**config.mk**
```make
export PLATFORM = sky130hd
export DESIGN_NAME = edge_irq_ctrl
export DESIGN_NICKNAME = d
export VERILOG_FILES = /design/src/rtl/edge_irq_pkg.sv /design/src/rtl/edge_irq_sync.sv /design/src/rtl/edge_irq_decode.sv /design/src/rtl/edge_irq_datapath.sv /design/src/rtl/edge_irq_ctrl.sv
export SDC_FILE = /design/constraint.sdc
export NUM_CORES = 1
export LEC_CHECK = 0
export ABC_CLOCK_PERIOD_IN_PS = 5800
export CORE_MARGIN = 3
export CORE_UTILIZATION = 46
export CTS_BUF_LIST = sky130_fd_sc_hd__clkbuf_16
export CTS_CLUSTER_SIZE = 16
export DETAILED_ROUTE_END_ITERATION = 7
export PLACE_DENSITY = 0.69
export SYNTH_ARGS = -nofsm -noshare
export SYNTH_HDL_FRONTEND = slang
export SYNTH_SLANG_ARGS = --single-unit
```
**constraint.sdc**
```tcl
create_clock -name clk -period 5.8 [get_ports clk]
set_input_delay 1.16 -clock clk [delete_from_list [all_inputs] [get_ports clk]]
set_output_delay 1.16 -clock clk [all_outputs]
set_load 0.03 [all_outputs]
```
**src/rtl/edge_irq_pkg.sv**
```systemverilog
package edge_irq_pkg;
  localparam int unsigned OFF_INT_MASK = 'h00;
  localparam int unsigned OFF_EVT_MASK = 'h04;
  localparam int unsigned OFF_RISE     = 'h08;
  localparam int unsigned OFF_FALL     = 'h0C;
  localparam int unsigned OFF_SW       = 'h10;
  localparam int unsigned OFF_PEND     = 'h14;

  typedef struct packed {
    logic intMask;
    logic evtMask;
    logic rise;
    logic fall;
    logic swTrig;
    logic pend;
  } regStrobe_t;

  typedef enum logic [2:0] {
    SEL_INT, SEL_EVT, SEL_RISE, SEL_FALL, SEL_SW, SEL_PEND, SEL_NONE
  } rdSel_e;
endpackage

```
**src/rtl/edge_irq_sync.sv**
```systemverilog
module edge_irq_sync #(
  parameter int unsigned WIDTH  = 32,
  parameter int unsigned STAGES = 2
) (
  input  logic             clk,
  input  logic             rstN,
  input  logic [WIDTH-1:0] din,
  output logic [WIDTH-1:0] dout
);
  logic [STAGES-1:0][WIDTH-1:0] stageQ;

  always_ff @(posedge clk or negedge rstN) begin
    if (!rstN) stageQ[0] <= '0;
    else       stageQ[0] <= din;
  end

  for (genvar g = 1; g < STAGES; g++) begin : g_stage
    always_ff @(posedge clk or negedge rstN) begin
      if (!rstN) stageQ[g] <= '0;
      else       stageQ[g] <= stageQ[g-1];
    end
  end

  assign dout = stageQ[STAGES-1];
endmodule

```
**src/rtl/edge_irq_decode.sv**
```systemverilog
module edge_irq_decode
  import edge_irq_pkg::*;
#(
  parameter int unsigned ADDR_W = 5
) (
  input  logic              regWrEn,
  input  logic [ADDR_W-1:0] regAddr,
  output regStrobe_t        wrStb,
  output rdSel_e            rdSel
);
  always_comb begin
    rdSel = SEL_NONE;
    if      (regAddr == ADDR_W'(OFF_INT_MASK)) rdSel = SEL_INT;
    else if (regAddr == ADDR_W'(OFF_EVT_MASK)) rdSel = SEL_EVT;
    else if (regAddr == ADDR_W'(OFF_RISE))     rdSel = SEL_RISE;
    else if (regAddr == ADDR_W'(OFF_FALL))     rdSel = SEL_FALL;
    else if (regAddr == ADDR_W'(OFF_SW))       rdSel = SEL_SW;
    else if (regAddr == ADDR_W'(OFF_PEND))     rdSel = SEL_PEND;
  end

  always_comb begin
    wrStb         = '0;
    wrStb.intMask = regWrEn && (rdSel == SEL_INT);
    wrStb.evtMask = regWrEn && (rdSel == SEL_EVT);
    wrStb.rise    = regWrEn && (rdSel == SEL_RISE);
    wrStb.fall    = regWrEn && (rdSel == SEL_FALL);
    wrStb.swTrig  = regWrEn && (rdSel == SEL_SW);
    wrStb.pend    = regWrEn && (rdSel == SEL_PEND);
  end
endmodule

```
**src/rtl/edge_irq_datapath.sv**
```systemverilog
module edge_irq_datapath
  import edge_irq_pkg::*;
#(
  parameter int unsigned      NUM_LINES = 32,
  parameter logic [NUM_LINES-1:0] IMPL_MASK = 32'h807B_FFFF,
  parameter int unsigned      STAGES    = 2
) (
  input  logic                 clk,
  input  logic                 rstN,
  input  logic [NUM_LINES-1:0] lineIn,
  input  regStrobe_t           wrStb,
  input  rdSel_e               rdSel,
  input  logic [NUM_LINES-1:0] wrData,
  output logic [NUM_LINES-1:0] rdData,
  output logic                 irqOut,
  output logic [NUM_LINES-1:0] eventOut
);
  logic [NUM_LINES-1:0] lineSync, prevQ;
  logic [NUM_LINES-1:0] intMaskQ, evtMaskQ, riseEnQ, fallEnQ, swQ, pendQ;
  logic [NUM_LINES-1:0] implData, hwTrig, swSet, clrVec, trigVec;
  logic                 edgeBlock;

  edge_irq_sync #(.WIDTH(NUM_LINES), .STAGES(STAGES)) u_sync (
    .clk (clk),
    .rstN(rstN),
    .din (lineIn & IMPL_MASK),
    .dout(lineSync)
  );

  assign implData  = wrData & IMPL_MASK;
  assign edgeBlock = wrStb.rise | wrStb.fall;
  assign hwTrig    = ((riseEnQ & lineSync & ~prevQ) | (fallEnQ & ~lineSync & prevQ))
                     & {NUM_LINES{~edgeBlock}};
  assign swSet     = wrStb.swTrig ? (implData & ~swQ) : '0;
  assign clrVec    = wrStb.pend ? implData : '0;
  assign trigVec   = hwTrig | swSet;

  always_ff @(posedge clk or negedge rstN) begin
    if (!rstN) begin
      prevQ    <= '0;
      intMaskQ <= '0;
      evtMaskQ <= '0;
      riseEnQ  <= '0;
      fallEnQ  <= '0;
      swQ      <= '0;
      pendQ    <= '0;
      eventOut <= '0;
    end else begin
      prevQ <= lineSync;
      if (wrStb.intMask) intMaskQ <= implData;
      if (wrStb.evtMask) evtMaskQ <= implData;
      if (wrStb.rise)    riseEnQ  <= implData;
      if (wrStb.fall)    fallEnQ  <= implData;
      swQ      <= swSet | (swQ & ~clrVec);
      pendQ    <= trigVec | (pendQ & ~clrVec);
      eventOut <= trigVec & evtMaskQ;
    end
  end

  assign irqOut = |(pendQ & intMaskQ);

  always_comb begin
    unique case (rdSel)
      SEL_INT:  rdData = intMaskQ;
      SEL_EVT:  rdData = evtMaskQ;
      SEL_RISE: rdData = riseEnQ;
      SEL_FALL: rdData = fallEnQ;
      SEL_SW:   rdData = swQ;
      SEL_PEND: rdData = pendQ;
      default:  rdData = '0;
    endcase
  end

  // reserved positions never show up on the read path
  p_rsvd_zero_r2: assert property (@(posedge clk) disable iff (!rstN)
    (rdData & ~IMPL_MASK) == '0);

  // no pending bit appears right after an enable-register write
  p_edge_block_r6: assert property (@(posedge clk) disable iff (!rstN)
    edgeBlock |=> ((pendQ & ~$past(pendQ)) == '0));

  // a software-trigger bit only drops when its pending bit is cleared
  p_sw_hold_r8: assert property (@(posedge clk) disable iff (!rstN)
    1'b1 |=> (($past(swQ) & ~swQ & ~$past(clrVec)) == '0));

  // a pending bit only drops on a write-one clear
  p_pend_clear_r9: assert property (@(posedge clk) disable iff (!rstN)
    1'b1 |=> (($past(pendQ) & ~pendQ & ~$past(clrVec)) == '0));

  // the request needs some pending line
  p_irq_src_r10: assert property (@(posedge clk) disable iff (!rstN)
    irqOut |-> (pendQ != '0));

  // an event pulse needs an open event mask
  p_evt_mask_r11: assert property (@(posedge clk) disable iff (!rstN)
    1'b1 |=> ((eventOut & ~$past(evtMaskQ)) == '0));
endmodule

```
**src/rtl/edge_irq_ctrl.sv**
```systemverilog
module edge_irq_ctrl
  import edge_irq_pkg::*;
#(
  parameter int unsigned          NUM_LINES = 32,
  parameter logic [NUM_LINES-1:0] IMPL_MASK = 32'h807B_FFFF,
  parameter int unsigned          STAGES    = 2,
  parameter int unsigned          ADDR_W    = 5
) (
  input  logic                 clk,
  input  logic                 rstN,
  input  logic [NUM_LINES-1:0] lineIn,
  input  logic                 regWrEn,
  input  logic [ADDR_W-1:0]    regAddr,
  input  logic [NUM_LINES-1:0] regWrData,
  output logic [NUM_LINES-1:0] regRdData,
  output logic                 irqOut,
  output logic [NUM_LINES-1:0] eventOut
);
  regStrobe_t wrStb;
  rdSel_e     rdSel;

  edge_irq_decode #(.ADDR_W(ADDR_W)) u_decode (
    .regWrEn(regWrEn),
    .regAddr(regAddr),
    .wrStb  (wrStb),
    .rdSel  (rdSel)
  );

  edge_irq_datapath #(
    .NUM_LINES(NUM_LINES),
    .IMPL_MASK(IMPL_MASK),
    .STAGES   (STAGES)
  ) u_datapath (
    .clk     (clk),
    .rstN    (rstN),
    .lineIn  (lineIn),
    .wrStb   (wrStb),
    .rdSel   (rdSel),
    .wrData  (regWrData),
    .rdData  (regRdData),
    .irqOut  (irqOut),
    .eventOut(eventOut)
  );
endmodule

```
==> out/qor.txt <==
Fillcell total = 1,623
Num CTS Buffers = 25
Critical Path AT = 4.03 ns
Post-CTS setup repair buffer count = 0
DP Cell Count = 1,064
Status = finished, final reports clean
Unique cell type count in the Yosys netlist = 41
Clock Latency Late Sink = 0.52 ns
Pwr Density = 354 nW/µm²
Worst-case clock skew = 0.0112 ns
Most frequent cells in the layout = dfrtp_1, clkdlybuf4s50_1, mux2_2, nand2_1, mux2i_1
Ratio of cells with drive above 1 in the final layout = 20.0%
Avg Cell Area, Syn = 13.5 µm²
IO Port Bufs = 100
Final period util = 89.4%
Vias in the first global route = 6,787
R2R cell count = 4
CTS tree = done
ANT nets after route = 0
Final Hold Viols = 0
Unrepaired setup endpoints after global routing = false
Reg-to-Reg Start = u_datapath.fallEnQ[3]
Largest net degree at the start of global routing = 131
Initial antenna violation count = 2
Worst relative slew slack = 34.6%
Fin cells = 1,109
Area Growth Syn to Fin = 20.8%
CP Class = in -> out
Post-CTS sizing = 0
Full die area = 22,700 µm²
Wirelength per Cell = 21.4 µm
Peak supply drop = 0.184 mV
Hold_sp = u_datapath.u_sync.stageQ[12]
Commonest non-fill, non-tap cell in the layout = dfrtp_1
CP Launch Type = primary input
Tot GR Track Use = 21.0%
Synth area leaders = dfrtp_1, mux2_2, mux2i_1
Vias per cell = 5.80
Seq/Total Area, Yosys = 59.8%
Worst Path Required = 4.64 ns
Clock tree buffer depth = 3
Fmax = 0.193 GHz
Worst-Margin Slew = 0.981 ns
Synth Register Bits = 230
Die H = 151 µm
Initial drt markers = 504
First-pass GRT wire length = 37.2 mm
Yosys top cell by area = dfrtp_1
Share of the synthesized area in the top cell type = 59.8%
Initial Util = 47.1%
1st-pass router iterations = 5
Drt drc = 0
Die W = 151 µm
Drt total wl = 23.7 mm
Hold buffers post-CTS = 0
Synth warnings = 0
CTS clock-pin slew for the worst setup and hold paths = 0.06 ns
H-tree Lvls = 1
Root buf cell = clkbuf_16
HP Class = reg -> reg
Antenna diode count = 0
Crit-path max FO = 14
Slew Viols, Final = 0
GRT Residual Overflow = 0
Post-synthesis cell area = 9630 µm²
Leak = 5.14 nW
Site Rows = 52
Synth Instances = 714
Critical path capture point type = output pin
CORE AREA = 20,400 µm²
DR vias = 6,434
GPL Wtd Cong = 0.828
Clk sinks = 230
Critical R2R Capture = u_datapath.pendQ[3]
Layout Nets = 893
Hold worst-path end = u_datapath.u_sync.dout[12]
Dpl hpwl = 14.8 mm
Final min period = 5.19 ns
# IOs = 137
Hold depth = 0
TNS Setup = 0 ns
Setup Viol. Count Final = 0
Reported max-cap violation count = 0
R2r setup slk = 4.60 ns
-- area by class of cell --
| class | count | area (µm²) | share of cell area [%] |
|---|---|---|---|
| Timing Repair Buffer | 116 | 1120 | 9.59 |
| Inverter | 9 | 33.8 | 0.290 |
| Clock buffer | 25 | 626 | 5.38 |
| Sequential cell | 230 | 5760 | 49.5 |
| Clock inverter | 20 | 170 | 1.46 |
| Tap cell | 270 | 338 | 2.90 |
| Multi-Input combinational cell | 439 | 3600 | 30.9 |
-- sequential cells by signal (all words and copies together) (netlist names) --
signal and cells:
u_datapath.eventOut 23, u_datapath.evtMaskQ 23, u_datapath.fallEnQ 23, u_datapath.intMaskQ 23, u_datapath.pendQ 23, u_datapath.prevQ 23, u_datapath.riseEnQ 23, u_datapath.swQ 23
u_datapath.u_sync.dout 23, u_datapath.u_sync.stageQ 23
-- worst max-delay path, stage by stage --
cell	delay, ns
clkdlybuf4s50_1	0.69
nand3b_1	0.60
buf_4	0.46
o22ai_1	0.21
a221o_1	0.21
clkdlybuf4s50_1	0.69
-- Yosys cell counts --
| cell type | n |
|---|---|
| dfrtp_1 | 230 |
| nor4b_4 | 1 |
| mux2_4 | 20 |
| buf_2 | 10 |
| a21bo_2 | 21 |
| a221oi_1 | 1 |
| a31oi_1 | 9 |
| or3b_1 | 1 |
| a22o_1 | 15 |
| a221o_1 | 23 |
| a22oi_1 | 22 |
| nand3_1 | 3 |
| a21bo_1 | 2 |
| inv_1 | 9 |
| buf_6 | 5 |
| a21oi_1 | 9 |
| nand2_1 | 47 |
| conb_1 | 1 |
| nor2b_1 | 37 |
| o21ai_0 | 23 |
| nand3b_1 | 24 |
| o22ai_1 | 23 |
| a32oi_1 | 9 |
| nand3b_2 | 1 |
| nand4_1 | 1 |
| buf_4 | 19 |
| mux2_2 | 68 |
| and3_1 | 1 |
| mux2i_1 | 46 |
| nand4bb_1 | 1 |
| nor3b_2 | 1 |
| or3_1 | 1 |
| nand2_2 | 1 |
| mux2_1 | 4 |
| nor2_2 | 1 |
| nor3_2 | 1 |
| a222oi_1 | 1 |
| and3b_1 | 1 |
| clkbuf_1 | 19 |
| or2_1 | 1 |
| nor2_1 | 1 |
-- worst max path at each step --
stage          startpoint            end  slack (ns)  depth (start not counted)
6_report       regAddr[3]  regRdData[21]        0.61                          6
3_3_place_gp   regAddr[3]  regRdData[21]        0.79                          6
4_1_cts        regAddr[3]  regRdData[21]        0.71                          6
3_5_place_dp   regAddr[3]   regRdData[8]        0.75                          6
2_1_floorplan  regAddr[4]   regRdData[0]        2.19                          5
5_1_grt        regAddr[3]  regRdData[21]        0.52                          6
-- report_power, final --
group	switching (mW)	internal [mW]
sequential	0.173	1.82
clock	0.634	0.914
combinational	0.272	0.312
total	1.08	3.05
-- cell families after synthesis --
family	synth area share [%]
compound gates	12.6
buf+inv	3.68
flops	59.8
mux	16.3
other cells	0.0389
simple gates	7.59
-- layer usage --
layer | GRT usage [%] | vias to the layer above | share of wire, %
met2 | 33.3 | 271 | 47
met4 | 6.26 | 4 | 2.8
met5 | 0 | - | 0.097
met3 | 4.00 | 52 | 7.9
li1 | - | 2805 | -
met1 | 29.6 | 3302 | 43
-- stage by stage --
step	hold WS (ns)	worst slack, ns	utilization [%]	area, µm²	total power [mW]
2_1_floorplan	0.331	2.19	-	9690	2.36
3_3_place_gp	0.333	0.793	53.1	10800	2.55
3_5_place_dp	0.335	0.746	53.1	10800	2.60
4_1_cts	0.345	0.707	57.0	11600	4.16
5_1_grt	0.353	0.521	57.0	11600	4.29
6_report	0.342	0.612	57.0	11600	4.12
Power figures use the tool's default switching activity.
